--- src/rtl/adc_buf_pkg.sv ---
package adc_buf_pkg;
    localparam int IDX_W = 5;
    typedef logic [IDX_W-1:0] slot_idx_t;
endpackage

--- src/rtl/abuf_wr_route.sv ---
module abuf_wr_route
    import adc_buf_pkg::*;
#(
    parameter int NUM_SLOTS = 25
) (
    input  logic      conv_valid,
    input  slot_idx_t conv_chan,
    input  logic      ovr_en,
    input  slot_idx_t alt_loc,
    output logic      we,
    output slot_idx_t waddr
);
    localparam slot_idx_t LAST = slot_idx_t'(NUM_SLOTS - 1);

    always_comb begin
        waddr = ovr_en ? alt_loc : conv_chan;
        we    = conv_valid && (waddr <= LAST);
    end
endmodule

--- src/rtl/abuf_store.sv ---
module abuf_store
    import adc_buf_pkg::*;
#(
    parameter int NUM_SLOTS = 25,
    parameter int DATA_W    = 12
) (
    input  logic              clk,
    input  logic              rst_n,
    input  logic              we,
    input  slot_idx_t         waddr,
    input  logic [DATA_W-1:0] wdata,
    input  slot_idx_t         raddr,
    output logic [DATA_W-1:0] rdata
);
    typedef struct packed {
        logic [NUM_SLOTS-1:0][DATA_W-1:0] mem;
    } store_t;

    store_t st_d, st_q;

    always_comb begin
        st_d = st_q;
        for (int i = 0; i < NUM_SLOTS; i++) begin
            if (we && (waddr == slot_idx_t'(i))) begin
                st_d.mem[i] = wdata;
            end
        end
    end

    always_ff @(posedge clk or negedge rst_n) begin
        if (!rst_n) begin
            st_q <= '0;
        end else begin
            st_q <= st_d;
        end
    end

    always_comb begin
        rdata = '0;
        for (int i = 0; i < NUM_SLOTS; i++) begin
            if (raddr == slot_idx_t'(i)) begin
                rdata = st_q.mem[i];
            end
        end
    end
endmodule

--- src/rtl/abuf_rd_ptr.sv ---
module abuf_rd_ptr
    import adc_buf_pkg::*;
#(
    parameter int NUM_SLOTS = 25
) (
    input  logic      clk,
    input  logic      rst_n,
    input  logic      adv,
    input  logic      load,
    input  slot_idx_t load_val,
    output slot_idx_t idx
);
    localparam slot_idx_t LAST = slot_idx_t'(NUM_SLOTS - 1);

    typedef struct packed {
        slot_idx_t idx;
    } ptr_t;

    ptr_t p_d, p_q;

    always_comb begin
        p_d = p_q;
        if (load) begin
            p_d.idx = (load_val > LAST) ? '0 : load_val;
        end else if (adv) begin
            p_d.idx = (p_q.idx == LAST) ? '0 : p_q.idx + 1'b1;
        end
    end

    always_ff @(posedge clk or negedge rst_n) begin
        if (!rst_n) begin
            p_q <= '0;
        end else begin
            p_q <= p_d;
        end
    end

    assign idx = p_q.idx;
endmodule

--- src/rtl/abuf_flag.sv ---
module abuf_flag #(
    parameter int CNT_W = 5
) (
    input  logic             clk,
    input  logic             rst_n,
    input  logic             conv,
    input  logic             seq_start,
    input  logic             seq_end,
    input  logic             cnt_mode,
    input  logic [CNT_W-1:0] num_smp,
    input  logic             clr,
    output logic             flag
);
    typedef struct packed {
        logic [CNT_W-1:0] cnt;
        logic             flag;
    } flag_t;

    flag_t f_d, f_q;
    logic  reached;
    logic  hit;

    always_comb begin
        f_d     = f_q;
        reached = conv && !seq_start && (f_q.cnt == num_smp);
        hit     = reached && cnt_mode;
        if (seq_start || reached) begin
            f_d.cnt = '0;
        end else if (conv) begin
            f_d.cnt = f_q.cnt + 1'b1;
        end
        if (seq_end || hit) begin
            f_d.flag = 1'b1;
        end else if (clr) begin
            f_d.flag = 1'b0;
        end
    end

    always_ff @(posedge clk or negedge rst_n) begin
        if (!rst_n) begin
            f_q <= '0;
        end else begin
            f_q <= f_d;
        end
    end

    assign flag = f_q.flag;
endmodule

--- src/rtl/adc_result_buf.sv ---
module adc_result_buf
    import adc_buf_pkg::*;
#(
    parameter int NUM_SLOTS = 25,
    parameter int DATA_W    = 12,
    parameter int CNT_W     = 5
) (
    input  logic              clk,
    input  logic              rst_n,
    input  logic              conv_valid,
    input  logic [4:0]        conv_chan,
    input  logic [DATA_W-1:0] conv_data,
    input  logic              seq_start,
    input  logic              seq_end,
    input  logic              cfg_mode,
    input  logic              ovr_en,
    input  logic              port_wr,
    input  logic [4:0]        port_wdata,
    input  logic              port_rd,
    output logic [DATA_W-1:0] port_rdata,
    input  logic              idx_load,
    input  logic [4:0]        idx_val,
    output logic [4:0]        rd_idx,
    input  logic              cnt_mode,
    input  logic [CNT_W-1:0]  num_smp,
    input  logic              int_en,
    input  logic              flag_clr,
    output logic              data_flag,
    output logic              irq
);
    localparam int PAD_W = DATA_W - IDX_W;

    typedef struct packed {
        slot_idx_t alt;
    } cfg_t;

    cfg_t      cfg_d, cfg_q;
    logic      we;
    slot_idx_t waddr;
    logic [DATA_W-1:0] slot_rdata;

    always_comb begin
        cfg_d = cfg_q;
        if (cfg_mode && port_wr) begin
            cfg_d.alt = port_wdata;
        end
    end

    always_ff @(posedge clk or negedge rst_n) begin
        if (!rst_n) begin
            cfg_q <= '0;
        end else begin
            cfg_q <= cfg_d;
        end
    end

    abuf_wr_route #(.NUM_SLOTS(NUM_SLOTS)) u_route (
        .conv_valid (conv_valid),
        .conv_chan  (conv_chan),
        .ovr_en     (ovr_en),
        .alt_loc    (cfg_q.alt),
        .we         (we),
        .waddr      (waddr)
    );

    abuf_store #(.NUM_SLOTS(NUM_SLOTS), .DATA_W(DATA_W)) u_store (
        .clk   (clk),
        .rst_n (rst_n),
        .we    (we),
        .waddr (waddr),
        .wdata (conv_data),
        .raddr (rd_idx),
        .rdata (slot_rdata)
    );

    abuf_rd_ptr #(.NUM_SLOTS(NUM_SLOTS)) u_ptr (
        .clk      (clk),
        .rst_n    (rst_n),
        .adv      (port_rd && !cfg_mode),
        .load     (idx_load),
        .load_val (idx_val),
        .idx      (rd_idx)
    );

    abuf_flag #(.CNT_W(CNT_W)) u_flag (
        .clk       (clk),
        .rst_n     (rst_n),
        .conv      (conv_valid),
        .seq_start (seq_start),
        .seq_end   (seq_end),
        .cnt_mode  (cnt_mode),
        .num_smp   (num_smp),
        .clr       (flag_clr),
        .flag      (data_flag)
    );

    always_comb begin
        port_rdata = cfg_mode ? {{PAD_W{1'b0}}, cfg_q.alt} : slot_rdata;
        irq        = data_flag && int_en;
    end
endmodule

--- config.mk ---
export PLATFORM = sky130hd
export DESIGN_NAME = adc_result_buf
export DESIGN_NICKNAME = d
export VERILOG_FILES = /design/src/rtl/adc_buf_pkg.sv /design/src/rtl/abuf_wr_route.sv /design/src/rtl/abuf_store.sv /design/src/rtl/abuf_rd_ptr.sv /design/src/rtl/abuf_flag.sv /design/src/rtl/adc_result_buf.sv
export SDC_FILE = /design/constraint.sdc
export NUM_CORES = 1
export LEC_CHECK = 0
export BUFFER_PORTS_ARGS = -buffer_cell sky130_fd_sc_hd__buf_2
export CAP_MARGIN = 20
export CORE_ASPECT_RATIO = 0.75
export CORE_MARGIN = 3
export CORE_UTILIZATION = 67
export DETAILED_ROUTE_END_ITERATION = 12
export GPL_TIMING_DRIVEN = 0
export PLACE_DENSITY = 0.85
export SLEW_MARGIN = 20
export SYNTH_ARGS = -nofsm -noshare
export SYNTH_HDL_FRONTEND = slang
export SYNTH_SLANG_ARGS = --single-unit
--- constraint.sdc ---
create_clock -name clk -period 5.8 [get_ports clk]
set_clock_uncertainty 0.1 [all_clocks]
set_input_delay 1.16 -clock clk [delete_from_list [all_inputs] [get_ports clk]]
set_output_delay 1.16 -clock clk [all_outputs]
set_load 0.005 [all_outputs]
Word-level counts from Yosys, hierarchy flattened
Cells that the tools add are included.

operators by class
  $add $sub $neg = 2
  magnitude comparators = 2
  eq/ne operators = 49
  multiplexer cells = 35
  reductions and logical operators = 41

operator list
  operator             number
  $mux 12              26
  $eq 5x5->1 const B   18
  $eq 5x4->1 const B   16
  $eq 5x3->1 const B   8
  $mux 5               7
  $logic_and 1x1->1    32
  $eq 5x2->1 const B   4
  $add 5x1->5 const B  2
  $eq 5x1->1 const B   2
  $logic_not 5->1      2
  $reduce_bool 2->1    3
  $eq 5x5->1           1
  $gt 5x5->1 const B   1
  $le 5x5->1 const B   1
  $logic_not 1->1      2
  $logic_or 1x1->1     2
  $mux 1               2

storage, ports and cells
  flip-flop bits (word level) = 316
  input port bits = 45
  output and inout port bits = 19
  logic and storage cells = 158

Longest topological paths before layout
Gate-level depths: netlist of run 1.

  depth after elaboration = 27
  depth in mapped cells = 15
  depth with buffers taken out = 10

Hierarchy
A second synthesis of run 1 with hierarchy kept.

second synthesis, totals
  cell total of the unflattened synthesis = 1309
  area total of the unflattened synthesis = 15753.9 um2

by module, submodules not included
  module          instances  cells each  area each (um2)  sequential area each (um2)
  abuf_store      1          1204        14642.8          7507.2
  abuf_flag       1          31          356.6            150.1
  abuf_rd_ptr     1          41          349.1            125.1
  adc_result_buf  1          26          326.6            125.1
  abuf_wr_route   1          7           78.8             0.0

Worst setup path after synthesis of run 1
Ideal clock, no wire load.

  path type = register to output
  start point = reg u_ptr.p_q, in the netlist u_ptr.idx[0]
  end point = out port_rdata[8]
  arrival time = 3135 ps
  data required time = 4540 ps
  path slack = 1405 ps
  cell stages (with the launch flop) = 14
  buffers on the path = 6
  cells stage by stage = dfrtp_1 > ha_1 > buf_2 > buf_1 > buf_2 > buf_2 > and3_1 > ha_1 > clkbuf_1 > clkbuf_1 > a21oi_1 > a2111oi_0 > a21oi_1 > o31ai_1

between the ends
  longest elaborated chain between the ends = 27
  elaborated cells between the ends (all ways) = 51
  those cells by class = eq/ne (24); mux (26); reduce/logical (1)

RTL lines
  item                      RTL line              text
  start: declaration        abuf_rd_ptr.sv:19     ptr_t p_d, p_q;
  start signal: assignment  abuf_rd_ptr.sv:34     p_q <= p_d;
  $logic_not 5->1           abuf_store.sv:41      if (raddr == slot_idx_t'(i)) begin
  $mux 12 (24 in series)    abuf_store.sv:41
  $mux 12 *                 abuf_store.sv:41
  $mux 12 *                 adc_result_buf.sv:98  port_rdata = cfg_mode ? {{PAD_W{1'b0}}, cfg_q.alt} : slot_rdata;
  end: declaration          adc_result_buf.sv:20  output logic [DATA_W-1:0] port_rdata,

Mark *: on every way between the ends. The rest lies on a longest branch, timed or not.

Final worst setup path of run 1
  start point = reg u_ptr.p_q, in the netlist u_ptr.idx[0]
  end point = out port_rdata[11]

The elaborated chain is that of the path after synthesis.

==> qor.csv, run 1 <==
metric,value,unit
status,"finished, violations left",
failing checks,setup timing,
adder-cell share of the synthesized area,0.467,%
I/O pin count,64,
worst setup margin,-0.0229,ns
fin crit share,100,%
Starting Density,69.0,%
fill count,1575,
Mean Syn Cell Area,11.3,um2
yosys synthesis warning count,0,
Comb power frac,27.6,%
LEAKAGE,7.98,nW
port bufs,60,
P per Cell Area,419,nW/um2
initial antenna violation count,2,
Synth Area in Compound Gates,14.1,%
final hold viol count,0,
most frequent cells in the layout,"dfrtp_1, mux2_2, nor2_1",
final setup violating endpoints,2,
Sw Ratio,33.0,%
synth-to-layout area growth,11.8,%
syn_nets,1476,
Layout Cells excl Fill,1839,
share of post-route cells with drive strength above 1,32.3,%
f_max,0.172,GHz
"most common cell after layout, fill and taps aside",dfrtp_1,
Internal,5.05,mW
post-place setup slack,-0.819,ns
Startpoint Class,flip-flop,
core box area,23300,um2
CP required,4.54,ns
DR WL/cell,30.3,um
Critical Path End Type,output port,
total power,7.53,mW
CTS tree,yes,
DP Cell Count,1788,
root buffer cell,clkbuf_16,
Post-synth ARST share,100,%
Hold Crit Class,reg -> reg,
detailed-route via count,13552,
grt total ovfl,0,
Synth Area in XOR/XNOR,0.490,%
Max Cap Violations,0,
Seq pwr share,45.1,%
RSZ-0062 raised after global routing,false,
# rows,48,
Synth Area in Simple Gates,10.9,%
1st-pass router iterations,6,
Post-synth EDFFs,0,
Die X,185,um
worst endpoint data arrival time,4.56,ns
"Max FO, Critical Path",10,
Total Routing Usage GR,42.9,%
clock share of power,27.2,%
NetSw,2.48,mW
Rel. slew slack,26.4,%
total routed wirelength,55700,um
"Top FF cell, synth",dfrtp_1,
hold_buf cts,0,
height of the chip,140,um
CTS Buf Count,30,
#FFs+latches synth,316,
HPWL after DPL,40100,um
Slew @ Worst Pin,1.10,ns
Final min period,5.82,ns
Pins Over Slew Limit,0,
post-synthesis cell area,16100,um2
CTS H-tree depth,1,
CTS Buffer Depth,3,
gp weighted congestion,1.04,
post-synthesis sequential area ratio,49.2,%
Via density,7.37,
critical setup path kind,reg -> out,
clk sink count,316,
vias in the first global route,13087,
Layout Nets,1570,
largest net degree at the start of global routing,92,
antenna-violating nets left,0,
die area,25900,um2
first-pass GRT wire length,82700,um
clock-pin slew on the worst setup and hold paths,0.07,ns
clk_lat worst skew,0.57,ns
Peak supply drop,337,uV
Residual DRC,0,
Synth Instances,1425,
largest family of logic cells by synthesized area,multiplexers,
post-synthesis cell type count,87,
initial DRC count,2302,
mux cell area share after synthesis,21.0,%
## layout make-up
class                           instances  area, um2  area share, %
Clock buffer                           43        891           4.96
Tap cell                              300        375           2.09
Timing Repair Buffer                   63        393           2.19
Buffer                                108        567           3.15
Multi-Input combinational cell        980       7640           42.5
Inverter                               20       75.1          0.418
Sequential cell                       316       7910           44.0
Clock inverter                          8        118          0.654
Antenna cell                            1       2.50         0.0139
## layer usage
| layer | wire length [um] | GRT usage, % | vias to the layer above |
|---|---|---|---|
| li1 | - | - | 5448 |
| met1 | 21600 | 61.4 | 6726 |
| met2 | 22600 | 58.3 | 1165 |
| met3 | 8990 | 18.1 | 209 |
| met4 | 2530 | 15.9 | 4 |
| met5 | 67 | 1.52 | - |
## logic make-up (layout without fill, tap and decap cells)
| group | count (synthesis) | in the layout |
|---|---|---|
| other | 0 | 1 |
| multiplexers | 300 | 300 |
| AND/OR/NAND/NOR | 320 | 320 |
| XOR/XNOR | 9 | 9 |
| adder cells (fa/ha/maj) | 6 | 6 |
| buffers and inverters | 129 | 242 |
| flip-flops | 316 | 316 |
| AO/OA/AOI/OAI | 345 | 345 |
## worst paths after layout
path	startpoint	end	slack [ns]	cells after the start
max in group asynchronous	rst_n	u_store.st_q[172]$_DFFE_PN0P_	3.91	3
min	u_store.st_q[263]$_DFFE_PN0P_	u_store.st_q[263]$_DFFE_PN0P_	0.40	1
min in group asynchronous	rst_n	u_store.st_q[29]$_DFFE_PN0P_	0.44	1
min reg2reg	u_store.st_q[263]$_DFFE_PN0P_	u_store.st_q[263]$_DFFE_PN0P_	0.40	1
max reg2reg	u_ptr.idx[1]$_DFFE_PN0P_	u_ptr.idx[4]$_DFFE_PN0P_	2.35	9
max	u_ptr.idx[0]$_DFFE_PN0P_	port_rdata[11]	-0.02	12
## timing repair
action / CTS / global route
setup buffers: 0 / 0
setup endpoints to repair: 12 / 12
hold endpoints to repair: 0 / 0
cloned: 0 / 0
pin swaps: 0 / 1
gates resized for setup: 19 / 17
## synthesized netlist by cell type, drive strengths merged, types with 10 or more instances
| library cell | count | area, um2 |
|---|---|---|
| a211oi | 17 | 128 |
| nor2b | 12 | 82.6 |
| inv | 19 | 71.3 |
| mux2 | 297 | 3340 |
| nand2b | 16 | 103 |
| o221ai | 10 | 87.6 |
| nand2 | 68 | 260 |
| a22oi | 16 | 120 |
| a221oi | 10 | 87.6 |
| nand3 | 23 | 115 |
| a21oi | 94 | 470 |
| o21ai | 67 | 335 |
| or3 | 10 | 67.6 |
| o22ai | 32 | 200 |
| a31oi | 12 | 75.1 |
| clkbuf | 59 | 221 |
| buf | 50 | 318 |
| dfrtp | 316 | 7910 |
| nor2 | 107 | 402 |
| nor3 | 18 | 106 |
| o2bb2ai | 10 | 87.6 |
## stage by stage
step | hold WS [ns] | area, um2 | utilization, % | TNS [ns]
CTS | 0.402 | 17900 | 76.9 | -0.111
global route | 0.410 | 18000 | 77.1 | 0
finish | 0.404 | 18000 | 77.1 | -0.0387
global placement | 0.381 | 16700 | 71.9 | -750.40
floorplan | 0.372 | 16100 | - | 0
detailed placement | 0.387 | 16800 | 72.3 | -3.46
## sequential cells by signal, indices dropped and copies added (netlist names)
| signal | cells |
|---|---|
| u_ptr.idx | 5 |
| u_store.st_q | 300 |
| cfg_q | 5 |
| u_flag.f_q | 5 |
| u_flag.flag | 1 |
## power by group through the flow
stage | registers (mW) | clock network (mW) | logic, mW
floorplan | 3.24 | 0 | 1.32
global placement | 3.35 | 0 | 1.87
detailed placement | 3.39 | 0 | 1.96
CTS | 3.37 | 2.04 | 1.98
global route | 3.46 | 2.13 | 2.18
finish | 3.40 | 2.05 | 2.08
## critical path: stages (launching register included)
cell       delay (ns)
dfrtp_2          0.46
inv_1            0.11
ha_1             0.24
buf_2            0.21
buf_2            0.26
nor2_2           0.63
o2bb2ai_1        0.16
a221oi_1         0.78
a211oi_1         0.22
or2_0            0.35
a41oi_1          0.28
nor3_1           0.10
buf_2            0.17
No activity file was read; power rests on OpenSTA's default activity.
==> run 2: changes to the inputs <==
- CORE_UTILIZATION: 67 -> 40
- PLACE_DENSITY: 0.85 -> default
==> run 2 against run 1 <==
The flow now finishes without violations. Register-to-register slack better by 0.09 ns. Utilization fell by 30 points. Sequential power about the same. Routed wire length grew 4.9%. First-iteration DRC count is 40% lower. Clock-buffer cell count up 3. Setup slack gained 0.079 ns. Clock power up 2%. Worst hold slack got worse by 0.00056 ns. Combinational power about the same. Global-route usage shrank 16 points. Largest cell class unchanged.
==> qor.csv, run 2 (same netlist as run 1, synthesis figures left out) <==
metric,value,unit
Residual DRC,0,
Via density,6.31,
Peak supply drop,286,uV
die area,42700,um2
core box area,38900,um2
CP required,4.54,ns
status,finished clean,
I/O pin count,64,
critical setup path kind,reg -> out,
first-pass GRT wire length,85700,um
Die X,237,um
most flop-heavy register,u_store.st_q,
initial antenna violation count,2,
DR WL/cell,28.4,um
detailed-route via count,12987,
synth-to-layout area growth,13.9,%
Pins Over Slew Limit,0,
most frequent cells in the layout,"dfrtp_1, mux2_2, nor2_1",
CP dominant cell by count,buf_6,
port bufs,60,
vias in the first global route,12541,
Layout Cells excl Fill,2059,
LEAKAGE,8.01,nW
DP Cell Count,2000,
total routed wirelength,58500,um
clock-pin slew on the worst setup and hold paths,0.07,ns
height of the chip,180,um
CTS Buffer Depth,3,
Rel. slew slack,20.6,%
Slew @ Worst Pin,1.19,ns
P per Cell Area,412,nW/um2
worst-path cell chain,ha_2 -> clkbuf_4 -> buf_6 -> buf_6 -> buf_6 -> and3_1 -> ha_2 -> buf_4 -> clkbuf_8 -> a21oi_4 -> o21ai_0 -> a221oi_2 -> o221ai_2 -> a21oi_2 -> o31ai_1 -> buf_2,
final setup violating endpoints,0,
CTS Buf Count,31,
f_max,0.174,GHz
initial DRC count,1386,
"slowest stage delay, CP",0.45,ns
clk sink count,316,
HPWL after DPL,42400,um
"Design Area, Final",18300,um2
Total Routing Usage GR,26.9,%
fill count,3634,
grt total ovfl,0,
final hold viol count,0,
largest net degree at the start of global routing,87,
clk_lat worst skew,0.59,ns
register area,7910,um2
area used by multi-input combinational logic,7670,um2
antenna-violating nets left,0,
fin crit share,99.0,%
1st-pass router iterations,5,
"Max FO, Critical Path",10,
max FFs per register,300,
gp weighted congestion,1.00,
worst endpoint data arrival time,4.48,ns
RSZ-0062 raised after global routing,false,
# rows,62,
Final min period,5.74,ns
Area after DPL,17100,um2
"most common cell after layout, fill and taps aside",dfrtp_1,
Layout Nets,1573,
root buffer cell,clkbuf_16,
share of post-route cells with drive strength above 1,32.9,%
Startpoint Class,flip-flop,
Hold Crit Class,reg -> reg,
final core utilization,47.0,%
Starting Density,41.3,%
critical path's slowest cell,dfrtp_2,
setup bufs post-CTS,0,
CTS H-tree depth,1,
Critical Path End Type,output port,
Max Cap Violations,0,
CTS tree,yes,
run 2: changes by cell type in the layout (fill, tap and decap cells not counted), moves of 2 or more:
cell      previous run  this run
clkbuf_1            60        63
clkbuf_2             2         4
ha_2                 0         2
ha_1                 6         4
buf_6                7         9
clkinv_2             4         6
nor4_1               4         2
buf_2               90        87
nor4_2               0         2
run 2: report_power, final:
part | total (mW) | switching (mW) | internal, mW
combinational | 2.09 | 1.16 | 0.930
sequential | 3.37 | 0.436 | 2.93
clock | 2.09 | 0.899 | 1.19
total | 7.55 | 2.49 | 5.06
run 2: final cells by class:
cell class / instances / share of cell area, %
diodes: 1 / 0.0137
clock buffers: 46 / 4.87
repair buffers: 64 / 2.19
clock inverters: 11 / 0.745
multi-input cells: 980 / 41.9
flip-flops and latches: 316 / 43.2
plain buffers: 109 / 3.22
well taps: 512 / 3.50
inverters: 20 / 0.410
run 2: final timing paths:
check / from / endpoint / slack, ns / cells past startpoint
max: u_ptr.idx[0]$_DFFE_PN0P_ / port_rdata[8] / 0.06 / 16
min: u_store.st_q[61]$_DFFE_PN0P_ / u_store.st_q[61]$_DFFE_PN0P_ / 0.40 / 1
max reg2reg: u_ptr.idx[0]$_DFFE_PN0P_ / u_ptr.idx[0]$_DFFE_PN0P_ / 2.44 / 9
min reg2reg: u_store.st_q[61]$_DFFE_PN0P_ / u_store.st_q[61]$_DFFE_PN0P_ / 0.40 / 1
max in group asynchronous: rst_n / u_store.st_q[163]$_DFFE_PN0P_ / 3.89 / 3
min in group asynchronous: rst_n / u_store.st_q[16]$_DFFE_PN0P_ / 0.47 / 1
run 2: layer usage:
layer,track usage [%],share of wire [%],vias up
met3,11.7,14,88
met5,0,0.012,-
met1,40.2,45,6695
met4,6.01,2.3,2
met2,35.6,39,751
li1,-,-,5451
run 2: what timing repair did:
action | 4_1_cts | 5_1_grt
cloned | 0 | 0
hold buffers | 0 | 0
resized for setup | 29 | 21
pin swaps | 1 | 0
setup endpoints to repair | 12 | 12
run 2: worst max-delay path, delay by kind of cell (launching register included):
family	cells	cell delay, ns
simple gates	1	0.20
compound gates	6	1.40
buf+inv	7	1.36
flops	1	0.45
fa+ha+maj	2	0.48
run 2: stage by stage:
step | TNS, ns | hold slack [ns] | total power, mW | worst slack (ns)
detailed placement | -6.87 | 0.389 | 5.36 | -1.00
global placement | -839.61 | 0.383 | 5.28 | -2.67
finish | 0 | 0.403 | 7.55 | 0.0565
floorplan | 0 | 0.372 | 4.56 | 1.40
global route | 0 | 0.412 | 7.87 | 0.0266
CTS | 0 | 0.403 | 7.47 | 0.0117
